**src/rtl/psr_pkg.sv**
```systemverilog
// psr_pkg: shared widths, bit positions, mode codes and helper functions
// for the banked status register unit. Assumes a 32-bit word of 8-bit fields.
package psr_pkg;
    localparam int WORD_W     = 32;
    localparam int FIELD_W    = 8;
    localparam int NUM_FIELDS = WORD_W / FIELD_W;
    localparam int MODE_W     = 5;
    localparam int IMM_W      = 8;
    localparam int ROT_W      = 4;
    localparam int NUM_BANKS  = 5;
    localparam int BANK_IDX_W = $clog2(NUM_BANKS + 1);

    localparam int BIT_IRQ    = 7;
    localparam int BIT_FIQ    = 6;
    localparam int BIT_CSTATE = 5;
    localparam int BIT_BSTATE = 24;
    localparam int FLAG_LSB   = 28;

    localparam logic [MODE_W-1:0] M_USR = 5'h10;
    localparam logic [MODE_W-1:0] M_FIQ = 5'h11;
    localparam logic [MODE_W-1:0] M_IRQ = 5'h12;
    localparam logic [MODE_W-1:0] M_SVC = 5'h13;
    localparam logic [MODE_W-1:0] M_ABT = 5'h17;
    localparam logic [MODE_W-1:0] M_UND = 5'h1B;
    localparam logic [MODE_W-1:0] M_SYS = 5'h1F;

    localparam logic [BANK_IDX_W-1:0] NO_BANK     = '1;
    localparam logic [NUM_FIELDS-1:0] USER_FIELDS = NUM_FIELDS'(1) << (NUM_FIELDS - 1);
    localparam logic [WORD_W-1:0]     RESET_WORD  =
        WORD_W'(M_SVC) | (WORD_W'(1) << BIT_IRQ) | (WORD_W'(1) << BIT_FIQ);

    // Map a mode code to its saved-copy slot, NO_BANK when it has none.
    function automatic logic [BANK_IDX_W-1:0] bank_of(input logic [MODE_W-1:0] m);
        case (m)
            M_FIQ:   bank_of = BANK_IDX_W'(0);
            M_IRQ:   bank_of = BANK_IDX_W'(1);
            M_SVC:   bank_of = BANK_IDX_W'(2);
            M_ABT:   bank_of = BANK_IDX_W'(3);
            M_UND:   bank_of = BANK_IDX_W'(4);
            default: bank_of = NO_BANK;
        endcase
    endfunction

    // True for the seven defined mode codes.
    function automatic logic mode_legal(input logic [MODE_W-1:0] m);
        mode_legal = (bank_of(m) != NO_BANK) || (m == M_USR) || (m == M_SYS);
    endfunction
endpackage

```
**src/rtl/psr_imm_expand.sv**
```systemverilog
// psr_imm_expand: widens an immediate byte to a full word and rotates it
// right by twice the rotate field. Purely combinational.
module psr_imm_expand
    import psr_pkg::*;
(
    input  logic [IMM_W-1:0]  imm,
    input  logic [ROT_W-1:0]  rot,
    output logic [WORD_W-1:0] word
);
    localparam int SH_W = ROT_W + 1;

    logic [SH_W-1:0]     shift;
    logic [2*WORD_W-1:0] doubled;

    // Rotate by shifting a doubled copy and keeping the low half.
    always_comb begin
        shift   = {rot, 1'b0};
        doubled = {WORD_W'(imm), WORD_W'(imm)} >> shift;
        word    = doubled[WORD_W-1:0];
    end

    // A zero rotate passes the byte through unchanged.
    always_comb begin
        if (rot == '0) begin
            p_no_rot_passthru_r6: assert (word == WORD_W'(imm));
        end
    end
endmodule

```
**src/rtl/psr_field_merge.sv**
```systemverilog
// psr_field_merge: combines an old status word with an operand byte by byte
// under a field enable. The two execution-state bits always come from the
// old word, and an illegal mode code is replaced by the old mode.
module psr_field_merge
    import psr_pkg::*;
(
    input  logic [WORD_W-1:0]     old_word,
    input  logic [WORD_W-1:0]     new_word,
    input  logic [NUM_FIELDS-1:0] field_en,
    output logic [WORD_W-1:0]     merged
);
    logic [WORD_W-1:0] by_field;

    for (genvar g = 0; g < NUM_FIELDS; g++) begin : g_field
        assign by_field[g*FIELD_W +: FIELD_W] =
            field_en[g] ? new_word[g*FIELD_W +: FIELD_W] : old_word[g*FIELD_W +: FIELD_W];
    end

    // Restore protected bits and reject undefined mode codes.
    always_comb begin
        merged             = by_field;
        merged[BIT_CSTATE] = old_word[BIT_CSTATE];
        merged[BIT_BSTATE] = old_word[BIT_BSTATE];
        if (!mode_legal(by_field[MODE_W-1:0])) begin
            merged[MODE_W-1:0] = old_word[MODE_W-1:0];
        end
    end
endmodule

```
**src/rtl/psr_saved_bank.sv**
```systemverilog
// psr_saved_bank: one saved status word per banked exception mode, with a
// single write port and a single combinational read port. Assumes the
// caller gives at most one write per cycle. An out-of-range index reads zero.
module psr_saved_bank
    import psr_pkg::*;
(
    input  logic                  clk,
    input  logic                  rst_n,
    input  logic                  wr_en,
    input  logic [BANK_IDX_W-1:0] wr_idx,
    input  logic [WORD_W-1:0]     wr_data,
    input  logic [BANK_IDX_W-1:0] rd_idx,
    output logic [WORD_W-1:0]     rd_data
);
    logic [WORD_W-1:0] slot_q [NUM_BANKS];

    for (genvar g = 0; g < NUM_BANKS; g++) begin : g_slot
        // Hold or load this mode's saved word.
        always_ff @(posedge clk) begin
            if (!rst_n) begin
                slot_q[g] <= '0;
            end else if (wr_en && (wr_idx == BANK_IDX_W'(g))) begin
                slot_q[g] <= wr_data;
            end
        end

        // A slot that is not addressed keeps its content.
        p_slot_hold_r10: assert property (@(posedge clk) disable iff (!rst_n)
            !(wr_en && (wr_idx == BANK_IDX_W'(g))) |=> $stable(slot_q[g]));
    end

    // Select the addressed slot, zero when none matches.
    always_comb begin
        rd_data = '0;
        for (int i = 0; i < NUM_BANKS; i++) begin
            if (rd_idx == BANK_IDX_W'(i)) rd_data = slot_q[i];
        end
    end
endmodule

```
**src/rtl/psr_unit.sv**
```systemverilog
// psr_unit: live status word plus banked saved copies. Serves status reads,
// masked status writes from a register or an expanded immediate, and
// exception entry. An exception entry takes priority over a write in the
// same cycle. Assumes the caller raises each strobe for one cycle per operation.
module psr_unit
    import psr_pkg::*;
(
    input  logic              clk,
    input  logic              rst_n,
    input  logic              wr_en,
    input  logic              wr_saved,
    input  logic              wr_use_imm,
    input  logic [31:0]       wr_reg,
    input  logic [7:0]        wr_imm,
    input  logic [3:0]        wr_rot,
    input  logic [3:0]        wr_fields,
    input  logic              rd_saved,
    output logic [31:0]       rd_data,
    input  logic              exc_en,
    input  logic [4:0]        exc_mode,
    output logic [4:0]        mode,
    output logic              irq_masked,
    output logic              fiq_masked,
    output logic [3:0]        flags
);
    logic [WORD_W-1:0]     live_q;
    logic [WORD_W-1:0]     live_d;
    logic [WORD_W-1:0]     imm_word;
    logic [WORD_W-1:0]     operand;
    logic [WORD_W-1:0]     live_merged;
    logic [WORD_W-1:0]     saved_rd;
    logic [WORD_W-1:0]     saved_merged;
    logic [WORD_W-1:0]     bank_wdata;
    logic [BANK_IDX_W-1:0] cur_idx;
    logic [BANK_IDX_W-1:0] exc_idx;
    logic [BANK_IDX_W-1:0] bank_widx;
    logic [NUM_FIELDS-1:0] live_fields;
    logic                  cur_banked;
    logic                  exc_take;
    logic                  in_user;
    logic                  bank_we;

    psr_imm_expand u_imm (
        .imm  (wr_imm),
        .rot  (wr_rot),
        .word (imm_word)
    );

    // Decode the current mode, the exception target and the allowed fields.
    always_comb begin
        operand     = wr_use_imm ? imm_word : wr_reg;
        cur_idx     = bank_of(live_q[MODE_W-1:0]);
        cur_banked  = (cur_idx != NO_BANK);
        exc_idx     = bank_of(exc_mode);
        exc_take    = exc_en && (exc_idx != NO_BANK);
        in_user     = (live_q[MODE_W-1:0] == M_USR);
        live_fields = wr_fields & (in_user ? USER_FIELDS : '1);
    end

    psr_field_merge u_merge_live (
        .old_word (live_q),
        .new_word (operand),
        .field_en (live_fields),
        .merged   (live_merged)
    );

    psr_field_merge u_merge_saved (
        .old_word (saved_rd),
        .new_word (operand),
        .field_en (wr_fields),
        .merged   (saved_merged)
    );

    psr_saved_bank u_bank (
        .clk     (clk),
        .rst_n   (rst_n),
        .wr_en   (bank_we),
        .wr_idx  (bank_widx),
        .wr_data (bank_wdata),
        .rd_idx  (cur_idx),
        .rd_data (saved_rd)
    );

    // Pick the saved-copy write: an exception capture first, then a status write.
    always_comb begin
        bank_we    = 1'b0;
        bank_widx  = cur_idx;
        bank_wdata = saved_merged;
        if (exc_take) begin
            bank_we    = 1'b1;
            bank_widx  = exc_idx;
            bank_wdata = live_q;
        end else if (wr_en && wr_saved && cur_banked) begin
            bank_we = 1'b1;
        end
    end

    // Next live word: exception entry beats a status write.
    always_comb begin
        live_d = live_q;
        if (exc_take) begin
            live_d[MODE_W-1:0] = exc_mode;
            live_d[BIT_IRQ]    = 1'b1;
        end else if (wr_en && !wr_saved) begin
            live_d = live_merged;
        end
    end

    // Live status register.
    always_ff @(posedge clk) begin
        if (!rst_n) live_q <= RESET_WORD;
        else        live_q <= live_d;
    end

    // Drive the read bus and the decoded outputs.
    always_comb begin
        if (!rd_saved)       rd_data = live_q;
        else if (cur_banked) rd_data = saved_rd;
        else                 rd_data = '0;
        mode       = live_q[MODE_W-1:0];
        irq_masked = live_q[BIT_IRQ];
        fiq_masked = live_q[BIT_FIQ];
        flags      = live_q[WORD_W-1:FLAG_LSB];
    end

    // In user mode, with no exception, only the flag byte can move.
    p_user_ctrl_kept_r4: assert property (@(posedge clk) disable iff (!rst_n)
        (in_user && !exc_en) |=> $stable(live_q[WORD_W-FIELD_W-1:0]));

    // Without an exception entry the two execution-state bits never change.
    p_state_bits_kept_r8: assert property (@(posedge clk) disable iff (!rst_n)
        !exc_take |=> $stable({live_q[BIT_BSTATE], live_q[BIT_CSTATE]}));

    // The mode field always holds a defined code.
    p_mode_legal_r9: assert property (@(posedge clk) disable iff (!rst_n)
        1'b1 |-> mode_legal(mode));

    // Exception entry lands on its target mode with IRQs masked.
    p_exc_entry_r11: assert property (@(posedge clk) disable iff (!rst_n)
        exc_take |=> (mode == $past(exc_mode)) && irq_masked);

    // A write in the same cycle as an entry leaves the flags untouched.
    p_exc_beats_write_r12: assert property (@(posedge clk) disable iff (!rst_n)
        (exc_take && wr_en) |=> (flags == $past(flags)));

    // No saved copy in user or system mode reads as zero.
    p_no_bank_reads_zero_r5: assert property (@(posedge clk) disable iff (!rst_n)
        (rd_saved && !cur_banked) |-> (rd_data == '0));
endmodule

```
**config.mk**
```make
export PLATFORM = sky130hd
export DESIGN_NAME = psr_unit
export DESIGN_NICKNAME = d
export VERILOG_FILES = /design/src/rtl/psr_pkg.sv /design/src/rtl/psr_imm_expand.sv /design/src/rtl/psr_field_merge.sv /design/src/rtl/psr_saved_bank.sv /design/src/rtl/psr_unit.sv
export SDC_FILE = /design/constraint.sdc
export NUM_CORES = 1
export LEC_CHECK = 0
export BUFFER_PORTS_ARGS = -buffer_cell sky130_fd_sc_hd__buf_2
export CORE_ASPECT_RATIO = 0.75
export CORE_MARGIN = 2
export CORE_UTILIZATION = 44
export DETAILED_ROUTE_END_ITERATION = 7
export PLACE_DENSITY = 0.66
export RECOVER_POWER = 100
export SYNTH_ARGS = -nofsm -noshare
export SYNTH_HDL_FRONTEND = slang
export SYNTH_SLANG_ARGS = --single-unit
```
**constraint.sdc**
```tcl
create_clock -name clk -period 7.7 [get_ports clk]
set_input_delay 2.31 -clock clk [delete_from_list [all_inputs] [get_ports clk]]
set_output_delay 2.31 -clock clk [all_outputs]
set_load 0.02 [all_outputs]
```
==> impl_metrics.yaml <==
timing:
  rsz0062_at_grt: "no"
  hold_viol_final: 0
  min_period_over_period: 0.8517
  maxSlewViolCount: 137
  skew_ps: 15.63
  setup_viol: 0
  worst_slew_pin_slew_ps: 2445
  layout_min_cycle_time_ps: 6558
  fmax_mhz: 152.5
  setup-tns-final_ps: 0
  max_slew_margin: -0.6297
pwr:
  p_sw_w: 0.0008191
  power_frac_clock: 0.347
  power_frac_seq: 0.449
  power_frac_comb: 0.204
  powerDensity_nw_per_um2: 231.8
  swShare: 0.3012
  internal-power_w: 0.001900
  vdd_ir_drop_max_mv: 0.1467
  leakage_nw: 4.417
global_routing:
  grtUsageMet1: 0.3566
  grt_pass1_wl_um: 47840
  antenna_found_initial: 0
  use_met3: 0.03493
  track_usage: 0.2472
  grt_max_degree: 58
  gr-total-overflow: 0
  gr-usage-met2: 0.3909
  grt-busiest-layer: "met2"
  grt_pass1_vias: 8077
worst_setup_path:
  critPathLaunchType: "input pin"
  cp_max_fo: 32
  required_ps: 7800
  worstSetupPathType: "input pin to flop"
  cp_num_buf_inv: 3
  crit_top_cell: "clkbuf_1"
  critPathTopFamily: "buffers and inverters"
  cpPeakStageDelay_ps: 1480
  cp_slowest_cell: "clkbuf_1"
  path_cells: "clkbuf_1 > a21boi_0 > o21ai_0 > a21oi_2 > clkbuf_1 > mux2i_1 > nand4_1 > clkbuf_1 > nor2_1"
  arrival_ps: 6660
  endpoint_kind: "flop"
routing:
  drt_iter0_markers: 1135
  wire_per_inst_um: 22.69
  vias: 8490
  drt-vias-per-instance: 6.126
  drc: 0
  final_antenna_net_count: 0
  dr.pass1.iters: 5
  drt-total-wl_um: 31450
yosys:
  synth_most_common_cell: "nor2_1"
  postSynthCellCount: 993
  synth_area_leaders: "edfxtp_1 (45%), nor2_1 (7.0%), dfxtp_1 (5.6%)"
  synth_edf_count: 160
  yosysUniqueCellTypes: 82
  synthFlopType: "edfxtp_1"
  syn-cell-area_um2: 10720
  synth-seq-cells: 190
  seq_area_frac_synth: 0.5041
  avgSynthCellArea_um2: 10.80
  synth.top_cell.area_share: 0.4481
  synth_top_cell_by_area: "edfxtp_1"
  netlist_top_cells_count: "nor2_1 (200), edfxtp_1 (160), a21oi_1 (46)"
  synth.net_count: 1053
  yosys_warnings: 0
  postSynth.asyncResetShare: 0
placement:
  port_buffers: 100
  hpwl_um: 20170
  place_congestion: 0.8566
  place_area_um2: 11380
clocking:
  cts_setup_buffers: 0
  root_buffer: "clkbuf_16"
  clkSlewWorstSetupHoldPaths_ps: 70
  h-tree-depth: 4
  postCtsHoldBufs: 0
  clockBufferDepth: 2
  cts.sink_count: 190
  cts_resized: 0
  worstSkewPairLatency_ps: 440
  tritoncts: "yes"
  cts_buffers: 17
die:
  dieArea_um2: 25640
  io_pins: 103
  start_util: 0.4473
  placementRows: 49
  dieHeight_um: 139.2
  core_um2: 23970
  die_w_um: 184.3
flow_run:
  cap_violations: 4
layout:
  num-nets-final: 1102
  drive_gt1_frac: 0.1545
  fin_area_um2: 11730
  ff_latch_area_um2: 5405
  nFillCells: 2218
  num_antenna_cells: 0
  syn2layout_area_growth_pct: 9.406
  multi_input_area_um2: 4623
status:
  status: "finished, violations left"
  violations: "max-capacitance violations, max-slew violations"
hold_path:
  hold_path.class: "flop to flop"
-- worst paths after layout --
check	start	to	cells after the start	slack, ps
setup reg to reg	live_q[1]	u_bank.slot_q[4][15]	7	2210
hold reg to reg	live_q[8]	live_q[8]	2	530
hold / removal	live_q[8]	live_q[8]	2	530
setup / recovery	exc_mode[1]	u_bank.slot_q[3][17]	9	1140
-- through the flow --
stage               hold WS (ps)  std cells  setup slack (ps)    util  total power (W)
global route               534.7       1386             921.3  0.4893         0.002816
CTS                        527.4       1386              1817  0.5010         0.002746
global placement           502.0       1354              1845  0.4748         0.001812
floorplan                  474.8        993              1623       -         0.001645
detailed placement         507.1       1354              1820  0.4748         0.001820
finish                     526.6       1386              1142  0.4893         0.002719
-- cell usage in the layout (no fill, tap or decap), drive strengths merged, types with 6 or more instances in the layout --
master  instances
and3            9
a222oi         25
nand2          30
a32oi           9
nor2          200
clkbuf         67
inv            25
nand3          11
edfxtp        160
o221ai         22
a211oi         18
a31oi          24
mux2           36
a22o           28
nor2b          19
mux2i          28
nand2b         16
dfxtp          30
nand3b          6
o22ai           6
a22oi          12
nand4           8
o21ai          17
and2           21
o22a            6
nor3           18
o211a          13
a21oi          47
buf            72
clkinv          6
-- power groups by stage --
stage,Sequential [W],Combinational (W),Clock [W]
global route,0.00123,0.000598,0.000991
finish,0.00122,0.000554,0.000943
floorplan,0.00123,0.000417,0
global placement,0.00124,0.000571,0
detailed placement,0.00124,0.000576,0
CTS,0.00122,0.000580,0.000945
-- cells by family (layout without fill, tap and decap cells) --
group / count (synthesis) / after routing / synth area share
xor+xnor: 2 / 2 / 0.001634
buf+inv: 113 / 175 / 0.05357
flops: 190 / 190 / 0.5041
simple gates: 359 / 359 / 0.1609
compound gates: 263 / 263 / 0.1999
mux: 66 / 66 / 0.07982
-- registers in the layout, summed over array words and instances, names as in the netlist --
| signal | flops |
|---|---|
| u_bank.slot_q | 160 |
| live_q | 30 |
-- tightest hold or removal path, stage by stage (launching register included) --
cell	delay, ps
dfxtp_1	330
nor2_1	100
a211oi_1	50
-- routing by layer --
layer / vias up / share of wire
met1: 4124 / 0.45
met5: - / 0
met2: 455 / 0.46
li1: 3874 / -
met4: 0 / 0.016
met3: 37 / 0.079
-- area by class of cell --
class	instances	share of cell area
sequential	190	0.4608
multi-input combinational	690	0.3941
timing repair buffer	122	0.04949
clock buffer	17	0.03627
tap	331	0.03531
clock inverter	15	0.01728
inverter	21	0.006720
(Power assumes the default switching activity.)
